<file path="config.mk">
export PLATFORM = sky130hd
export DESIGN_NAME = drive_sense_unit
export DESIGN_NICKNAME = d
export VERILOG_FILES = /design/src/rtl/drv_pkg.sv /design/src/rtl/drv_stepper.sv /design/src/rtl/drv_spindle.sv /design/src/rtl/drv_media.sv /design/src/rtl/drive_sense_unit.sv
export SDC_FILE = /design/constraint.sdc
export NUM_CORES = 1
export LEC_CHECK = 0
export ABC_AREA = 1
export BUFFER_PORTS_ARGS = -buffer_cell sky130_fd_sc_hd__buf_2
export CORE_UTILIZATION = 30
export DETAILED_ROUTE_END_ITERATION = 16
export PLACE_DENSITY_LB_ADDON = 0.2
export REMOVE_ABC_BUFFERS = 1
export SYNTH_ARGS = -nofsm -noshare
export SYNTH_HDL_FRONTEND = slang
export SYNTH_SLANG_ARGS = --single-unit
</file>
<file path="constraint.sdc">
create_clock -name clk -period 4.6 [get_ports clk]
set_clock_uncertainty 0.15 [all_clocks]
set_input_delay 0.69 -clock clk [delete_from_list [all_inputs] [get_ports clk]]
set_output_delay 0.69 -clock clk [all_outputs]
set_load 0.01 [all_outputs]
</file>
<file path="src/rtl/drv_pkg.sv">
// Shared codes for the drive responder: sense select codes and command indices.
// Assumes sel = {CA2,CA1,CA0,SEL}; command index = {CA1,CA0,SEL}.
package drv_pkg;
    localparam logic [3:0] SN_DIR     = 4'b0000;
    localparam logic [3:0] SN_EMPTY   = 4'b0001;
    localparam logic [3:0] SN_STEP    = 4'b0010;
    localparam logic [3:0] SN_WREN    = 4'b0011;
    localparam logic [3:0] SN_MOTOR   = 4'b0100;
    localparam logic [3:0] SN_TRK0    = 4'b0101;
    localparam logic [3:0] SN_CHANGED = 4'b0110;
    localparam logic [3:0] SN_TACH    = 4'b0111;
    localparam logic [3:0] SN_HEAD_LO = 4'b1000;
    localparam logic [3:0] SN_HEAD_HI = 4'b1001;
    localparam logic [3:0] SN_SIDES   = 4'b1100;
    localparam logic [3:0] SN_READY   = 4'b1101;
    localparam logic [3:0] SN_INSTALL = 4'b1111;

    typedef enum logic [2:0] {
        CMD_DIR    = 3'b000,
        CMD_CLRCHG = 3'b001,
        CMD_STEP   = 3'b010,
        CMD_MOTOR  = 3'b100,
        CMD_EJECT  = 3'b110
    } drv_cmd_e;
endpackage

</file>
<file path="src/rtl/drv_stepper.sv">
// Head positioner: holds the step direction and the track number, and runs a timed step.
// Assumes step_go is a single-cycle pulse. The direction is captured when the step starts.
module drv_stepper #(
    parameter int MAX_TRACK = 79,
    parameter int STEP_CYC  = 600000
) (
    input  logic                               clk,
    input  logic                               rst_n,
    input  logic                               dir_wr,
    input  logic                               dir_val,
    input  logic                               step_go,
    output logic                               dir_out_o,
    output logic [$clog2(MAX_TRACK+1)-1:0]     track_o,
    output logic                               busy_o
);
    localparam int TW = $clog2(MAX_TRACK + 1);
    localparam int CW = $clog2(STEP_CYC + 1);

    logic [CW-1:0] cnt_q;
    logic          step_dir_q;

    // Direction register, step timer and track update at the end of each step.
    always_ff @(posedge clk) begin
        if (!rst_n) begin
            dir_out_o  <= 1'b0;
            track_o    <= '0;
            busy_o     <= 1'b0;
            cnt_q      <= '0;
            step_dir_q <= 1'b0;
        end else begin
            if (dir_wr) dir_out_o <= dir_val;
            if (step_go && !busy_o) begin
                busy_o     <= 1'b1;
                cnt_q      <= CW'(STEP_CYC - 1);
                step_dir_q <= dir_out_o;
            end else if (busy_o) begin
                if (cnt_q == '0) begin
                    busy_o <= 1'b0;
                    if (step_dir_q && track_o != '0)
                        track_o <= track_o - 1'b1;
                    else if (!step_dir_q && track_o != TW'(MAX_TRACK))
                        track_o <= track_o + 1'b1;
                end else begin
                    cnt_q <= cnt_q - 1'b1;
                end
            end
        end
    end
endmodule

</file>
<file path="src/rtl/drv_spindle.sv">
// Spindle motor state and the tachometer square wave.
// Assumes the on, off and stop inputs are single-cycle pulses. stop outranks off, and off outranks on.
module drv_spindle #(
    parameter int TACH_HALF = 41667
) (
    input  logic clk,
    input  logic rst_n,
    input  logic on_go,
    input  logic off_go,
    input  logic stop,
    output logic motor_o,
    output logic tach_o
);
    localparam int TCW = $clog2(TACH_HALF + 1);

    logic [TCW-1:0] tcnt_q;

    // Motor on/off register.
    always_ff @(posedge clk) begin
        if (!rst_n)                motor_o <= 1'b0;
        else if (stop || off_go)   motor_o <= 1'b0;
        else if (on_go)            motor_o <= 1'b1;
    end

    // Tachometer: toggle every TACH_HALF cycles while spinning.
    always_ff @(posedge clk) begin
        if (!rst_n || !motor_o) begin
            tcnt_q <= '0;
            tach_o <= 1'b0;
        end else if (tcnt_q == TCW'(TACH_HALF - 1)) begin
            tcnt_q <= '0;
            tach_o <= ~tach_o;
        end else begin
            tcnt_q <= tcnt_q + 1'b1;
        end
    end
endmodule

</file>
<file path="src/rtl/drv_media.sv">
// Media tracker: disk presence, the timed eject and the latched disk-changed flag.
// Assumes all inputs are single-cycle pulses. Insertion is refused while an eject is running.
module drv_media #(
    parameter int EJECT_CYC = 25000000
) (
    input  logic clk,
    input  logic rst_n,
    input  logic insert_i,
    input  logic eject_go,
    input  logic clr_go,
    output logic present_o,
    output logic changed_n_o,
    output logic ej_busy_o
);
    localparam int ECW = $clog2(EJECT_CYC + 1);

    logic [ECW-1:0] ecnt_q;

    // Presence, disk-changed flag and eject timer.
    always_ff @(posedge clk) begin
        if (!rst_n) begin
            present_o   <= 1'b0;
            changed_n_o <= 1'b1;
            ej_busy_o   <= 1'b0;
            ecnt_q      <= '0;
        end else if (ej_busy_o) begin
            if (ecnt_q == '0) ej_busy_o <= 1'b0;
            else              ecnt_q    <= ecnt_q - 1'b1;
        end else if (eject_go) begin
            present_o   <= 1'b0;
            changed_n_o <= 1'b0;
            ej_busy_o   <= 1'b1;
            ecnt_q      <= ECW'(EJECT_CYC - 1);
        end else begin
            if (insert_i) present_o   <= 1'b1;
            if (clr_go)   changed_n_o <= 1'b1;
        end
    end
endmodule

</file>
<file path="src/rtl/drive_sense_unit.sv">
// Drive-side responder: decodes strobed commands and multiplexes sixteen sense conditions onto sense_o.
// Assumes the inputs are synchronous to clk. sel_i must be stable while strobe_i rises.
module drive_sense_unit #(
    parameter int MAX_TRACK = 79,
    parameter int STEP_CYC  = 600000,
    parameter int EJECT_CYC = 25000000,
    parameter int TACH_HALF = 41667
) (
    input  logic                            clk,
    input  logic                            rst_n,
    input  logic [3:0]                      sel_i,
    input  logic                            strobe_i,
    input  logic                            insert_i,
    input  logic                            write_ok_i,
    input  logic                            two_side_i,
    output logic                            sense_o,
    output logic                            head_upper_o,
    output logic [$clog2(MAX_TRACK+1)-1:0]  track_o
);
    import drv_pkg::*;

    logic     strobe_q;
    logic     cmd_ok;
    logic     cmd_val;
    drv_cmd_e cmd_idx;
    logic     dir_out, step_busy, motor_on, tach, present, changed_n, ej_busy;
    logic     dir_wr, step_go, on_go, off_go, clr_go, eject_go;

    // Strobe edge detector.
    always_ff @(posedge clk) begin
        if (!rst_n) strobe_q <= 1'b0;
        else        strobe_q <= strobe_i;
    end

    // Command decode: accepted only on a strobe rise outside an eject.
    always_comb begin
        cmd_ok   = strobe_i && !strobe_q && !ej_busy;
        cmd_val  = sel_i[3];
        cmd_idx  = drv_cmd_e'(sel_i[2:0]);
        dir_wr   = cmd_ok && cmd_idx == CMD_DIR;
        step_go  = cmd_ok && cmd_idx == CMD_STEP   && !cmd_val;
        on_go    = cmd_ok && cmd_idx == CMD_MOTOR  && !cmd_val;
        off_go   = cmd_ok && cmd_idx == CMD_MOTOR  &&  cmd_val;
        clr_go   = cmd_ok && cmd_idx == CMD_CLRCHG &&  cmd_val;
        eject_go = cmd_ok && cmd_idx == CMD_EJECT  &&  cmd_val;
    end

    // Head choice follows the head-data select codes.
    always_ff @(posedge clk) begin
        if (!rst_n)                  head_upper_o <= 1'b0;
        else if (sel_i == SN_HEAD_LO) head_upper_o <= 1'b0;
        else if (sel_i == SN_HEAD_HI) head_upper_o <= 1'b1;
    end

    drv_stepper #(.MAX_TRACK(MAX_TRACK), .STEP_CYC(STEP_CYC)) u_step (
        .clk(clk), .rst_n(rst_n), .dir_wr(dir_wr), .dir_val(cmd_val),
        .step_go(step_go), .dir_out_o(dir_out), .track_o(track_o), .busy_o(step_busy)
    );

    drv_spindle #(.TACH_HALF(TACH_HALF)) u_spin (
        .clk(clk), .rst_n(rst_n), .on_go(on_go), .off_go(off_go), .stop(eject_go),
        .motor_o(motor_on), .tach_o(tach)
    );

    drv_media #(.EJECT_CYC(EJECT_CYC)) u_media (
        .clk(clk), .rst_n(rst_n), .insert_i(insert_i), .eject_go(eject_go),
        .clr_go(clr_go), .present_o(present), .changed_n_o(changed_n), .ej_busy_o(ej_busy)
    );

    // Sense multiplexer, mostly active-low conditions.
    always_comb begin
        case (sel_i)
            SN_DIR:     sense_o = dir_out;
            SN_EMPTY:   sense_o = ~present;
            SN_STEP:    sense_o = ~step_busy;
            SN_WREN:    sense_o = write_ok_i;
            SN_MOTOR:   sense_o = ~motor_on;
            SN_TRK0:    sense_o = (track_o != '0);
            SN_CHANGED: sense_o = changed_n;
            SN_TACH:    sense_o = tach;
            SN_HEAD_LO: sense_o = 1'b0;
            SN_HEAD_HI: sense_o = 1'b0;
            SN_SIDES:   sense_o = two_side_i;
            SN_READY:   sense_o = ~(motor_on && !step_busy && present);
            SN_INSTALL: sense_o = 1'b0;
            default:    sense_o = 1'b1;
        endcase
    end
endmodule

</file>
==> metrics.md <==
| Metric | Value |
|---|---|
| Slew at the pin with the worst max-slew slack | `0.932 ns` |
| Min Tclk post-route | `2.59 ns` |
| Rel. slew slack | `37.8%` |
| Final setup viols | `0` |
| Worst Path Arrival | `1.75 ns` |
| H-tree levels | `3` |
| Cell Area, Synth | `4730 µm²` |
| YS warnings | `0` |
| Via count | `4456` |
| Die W | `128 µm` |
| Worst-case vdd ir drop | `0.177 mV` |
| Die height | `128 µm` |
| Cell variety after synth | `41` |
| Yosys top cell area share | `33.0%` |
| Worst reg-to-reg setup slack | `2.21 ns` |
| DR DRC count | `0` |
| # clock sinks | `78` |
| Worst-path maximum fanout | `5` |
| Max-slew violations | `0` |
| Detailed Place HPWL | `8440 µm` |
| Overall Global Routing Usage | `15.4%` |
| Total die area | `16300 µm²` |
| Root buffer cell | `clkbuf_16` |
| # rows | `45` |
| Gp weighted congestion | `0.840` |
| Detailed Route Iter0 Violations | `274` |
| Initial cell density of the core | `30.9%` |
| Hold Vio Cnt, Final | `0` |
| Area leader, netlist | `dfxtp_1` |
| Vias in the first global route | `4016` |
| Leakage | `2.39 nW` |
| Post-synthesis register bit count | `78` |
| Worst hold path class | `register to register` |
| Place WS | `1.98 ns` |
| Clock Tree Buf Depth | `2` |
| Worst endpoint required time | `3.76 ns` |
| Total global routing overflow | `0` |
| TritonCTS clock tree | `done` |
| Fin area | `5300 µm²` |
| Pwr dens | `315 nW/µm²` |
| Tcrit/Tclk final | `56.3%` |
| Avg Cell Area, Syn | `6.52 µm²` |
| Area Growth Syn to Fin | `12.0%` |
| Clock-pin slew on the worst setup and hold paths | `0.06 ns` |
| Global-route wire length before repair | `19800 µm` |
| IO Port Bufs | `18` |
| Wire per inst | `12.2 µm` |
| Asr flop ratio synth | `0%` |
| Setup TNS | `0 ns` |
| Worst skew pair latency | `0.34 ns` |
| Cts repair resizes | `0` |
| Max-cap violations | `0` |
| Total core area | `15300 µm²` |
| Crit Path Class | `primary input to output port` |
| Clock buffer count from CTS | `9` |
| Layout cells sized above 1 | `11.0%` |
| Dominant cells by area after synthesis | `dfxtp_1 33%, nand2_1 14%, nor2_1 9.4%` |
| Worst setup SP type | `primary input` |
| Final #Nets | `761` |
| Aggregate routed wire length | `11600 µm` |
| Post-synth EDFFs | `0` |
| Vias per Instance | `4.67` |
| Area after DPL | `4990 µm²` |
| I/O pin cnt | `19` |
| Status | `complete, no violations` |
| Pre-antenna DRT Iters | `5` |
| DRT antenna net count | `0` |
| Inserted Diodes | `0` |
| Cells after Synth | `725` |
| Final WS setup | `2.01 ns` |
| Fin util | `34.6%` |
| Post-synth top flop | `dfxtp_1` |
| Seq/Total Area, Yosys | `33.0%` |
| Largest net degree at the start of global routing | `24` |
| Initial antenna violation count | `0` |
| Final std cells w/o fill | `955` |
| Hold Buf Count CTS | `0` |
| Postcts setup bufs | `0` |
| CP endpoint kind | `output port` |
| Placed Cells | `939` |
| Max Clk Rate | `0.386 GHz` |
| RSZ-0062 raised after global routing | `false` |
placed cells by master, fill, tap and decap left out, drive strengths merged:
cell type  instances
nand4             20
o21ai             14
a21o               2
bufinv             1
nor3b              3
fa                 1
nand2            184
xnor2              4
buf               19
clkinvlp           2
xor2              17
inv               73
o21bai             1
nor4               1
a21oi             56
nor2             131
o211ai             1
or2                7
o2111ai            2
ha                11
a41oi              1
a31oi              1
nand3             73
clkinv             3
dfxtp             78
nand3b             8
clkbuf            11
a211oi             2
nor3              17
routing by layer:
layer | vias to the layer above | routed length [µm] | track usage [%]
met1 | 2013 | 6000 | 20.2
li1 | 2385 | - | -
met4 | 0 | 150 | 5.18
met5 | - | 0 | 0
met3 | 11 | 350 | 3.69
met2 | 47 | 5130 | 24.7
flip-flops by register name, summed over array words and instances (netlist names):
signal               cells
u_spin.tach_o            1
u_step.busy_o            1
u_step.dir_out_o         1
u_media.changed_n_o      1
u_spin.tcnt_q           16
strobe_q                 1
head_upper_o             1
u_step.cnt_q            20
u_media.ej_busy_o        1
u_spin.motor_o           1
u_step.track_o           7
u_media.present_o        1
u_media.ecnt_q          25
u_step.step_dir_q        1
through the flow:
step | hold WS [ns] | power (mW)
detailed placement | 0.323 | 0.956
global placement | 0.317 | 0.959
global route | 0.355 | 1.76
floorplan | 0.291 | 0.895
CTS | 0.332 | 1.70
finish | 0.331 | 1.67
cell type report:
class	instances	area, µm²
inverter	74	280
timing repair buffer	19	97.6
tap	211	264
clock inverter	5	58.8
fill	1727	10000
clock buffer	11	243
sequential	78	1560
multi-input combinational	557	2790
power by group:
group | switching [mW] | leakage [nW] | internal [mW] | total [mW]
sequential | 0.0140 | 0.630 | 0.687 | 0.701
clock | 0.290 | 0.142 | 0.435 | 0.725
combinational | 0.158 | 1.62 | 0.0830 | 0.241
total | 0.463 | 2.39 | 1.21 | 1.67
worst paths after layout:
kind / depth (start not counted) / startpoint / end
setup / recovery: 8 / sel_i[0] / sense_o
hold reg to reg: 1 / u_spin.tcnt_q[0]$_SDFF_PP0_ / u_spin.tcnt_q[0]$_SDFF_PP0_
setup reg to reg: 12 / u_step.track_o[4]$_SDFFE_PN0P_ / u_step.track_o[5]$_SDFFE_PN0P_
hold / removal: 1 / u_spin.tcnt_q[0]$_SDFF_PP0_ / u_spin.tcnt_q[0]$_SDFF_PP0_
cells in the mapped netlist, types with 8 or more instances:
library cell  number
nand2_1          171
nor2_1           119
dfxtp_1           78
nand3_1           71
inv_1             69
a21oi_1           46
nand4_1           20
xor2_1            17
nor3_1            16
o21ai_0           13
nand2_2           12
ha_1              11
nor2_2            11
a21oi_2           10
nand3b_1           8
critical path, stage by stage:
cell	delay [ns]
buf_2	0.11
inv_1	0.07
nor2_1	0.28
o21ai_0	0.18
o2111ai_1	0.11
nand3_1	0.09
nand4_1	0.08
buf_2	0.13
logic make-up (layout without fill, tap and decap cells):
kind of cell | count (synthesis) | count (layout) | synth area share, %
AOI/OAI and AO/OA | 80 | 80 | 9.85
xor gates and xnor gates | 21 | 21 | 3.89
adders and majority gates | 12 | 12 | 3.34
buffers and inverters | 90 | 109 | 7.91
DFF | 78 | 78 | 33.0
and+or+nand+nor | 444 | 444 | 42.0
No activity file was read; power rests on OpenSTA's default activity.
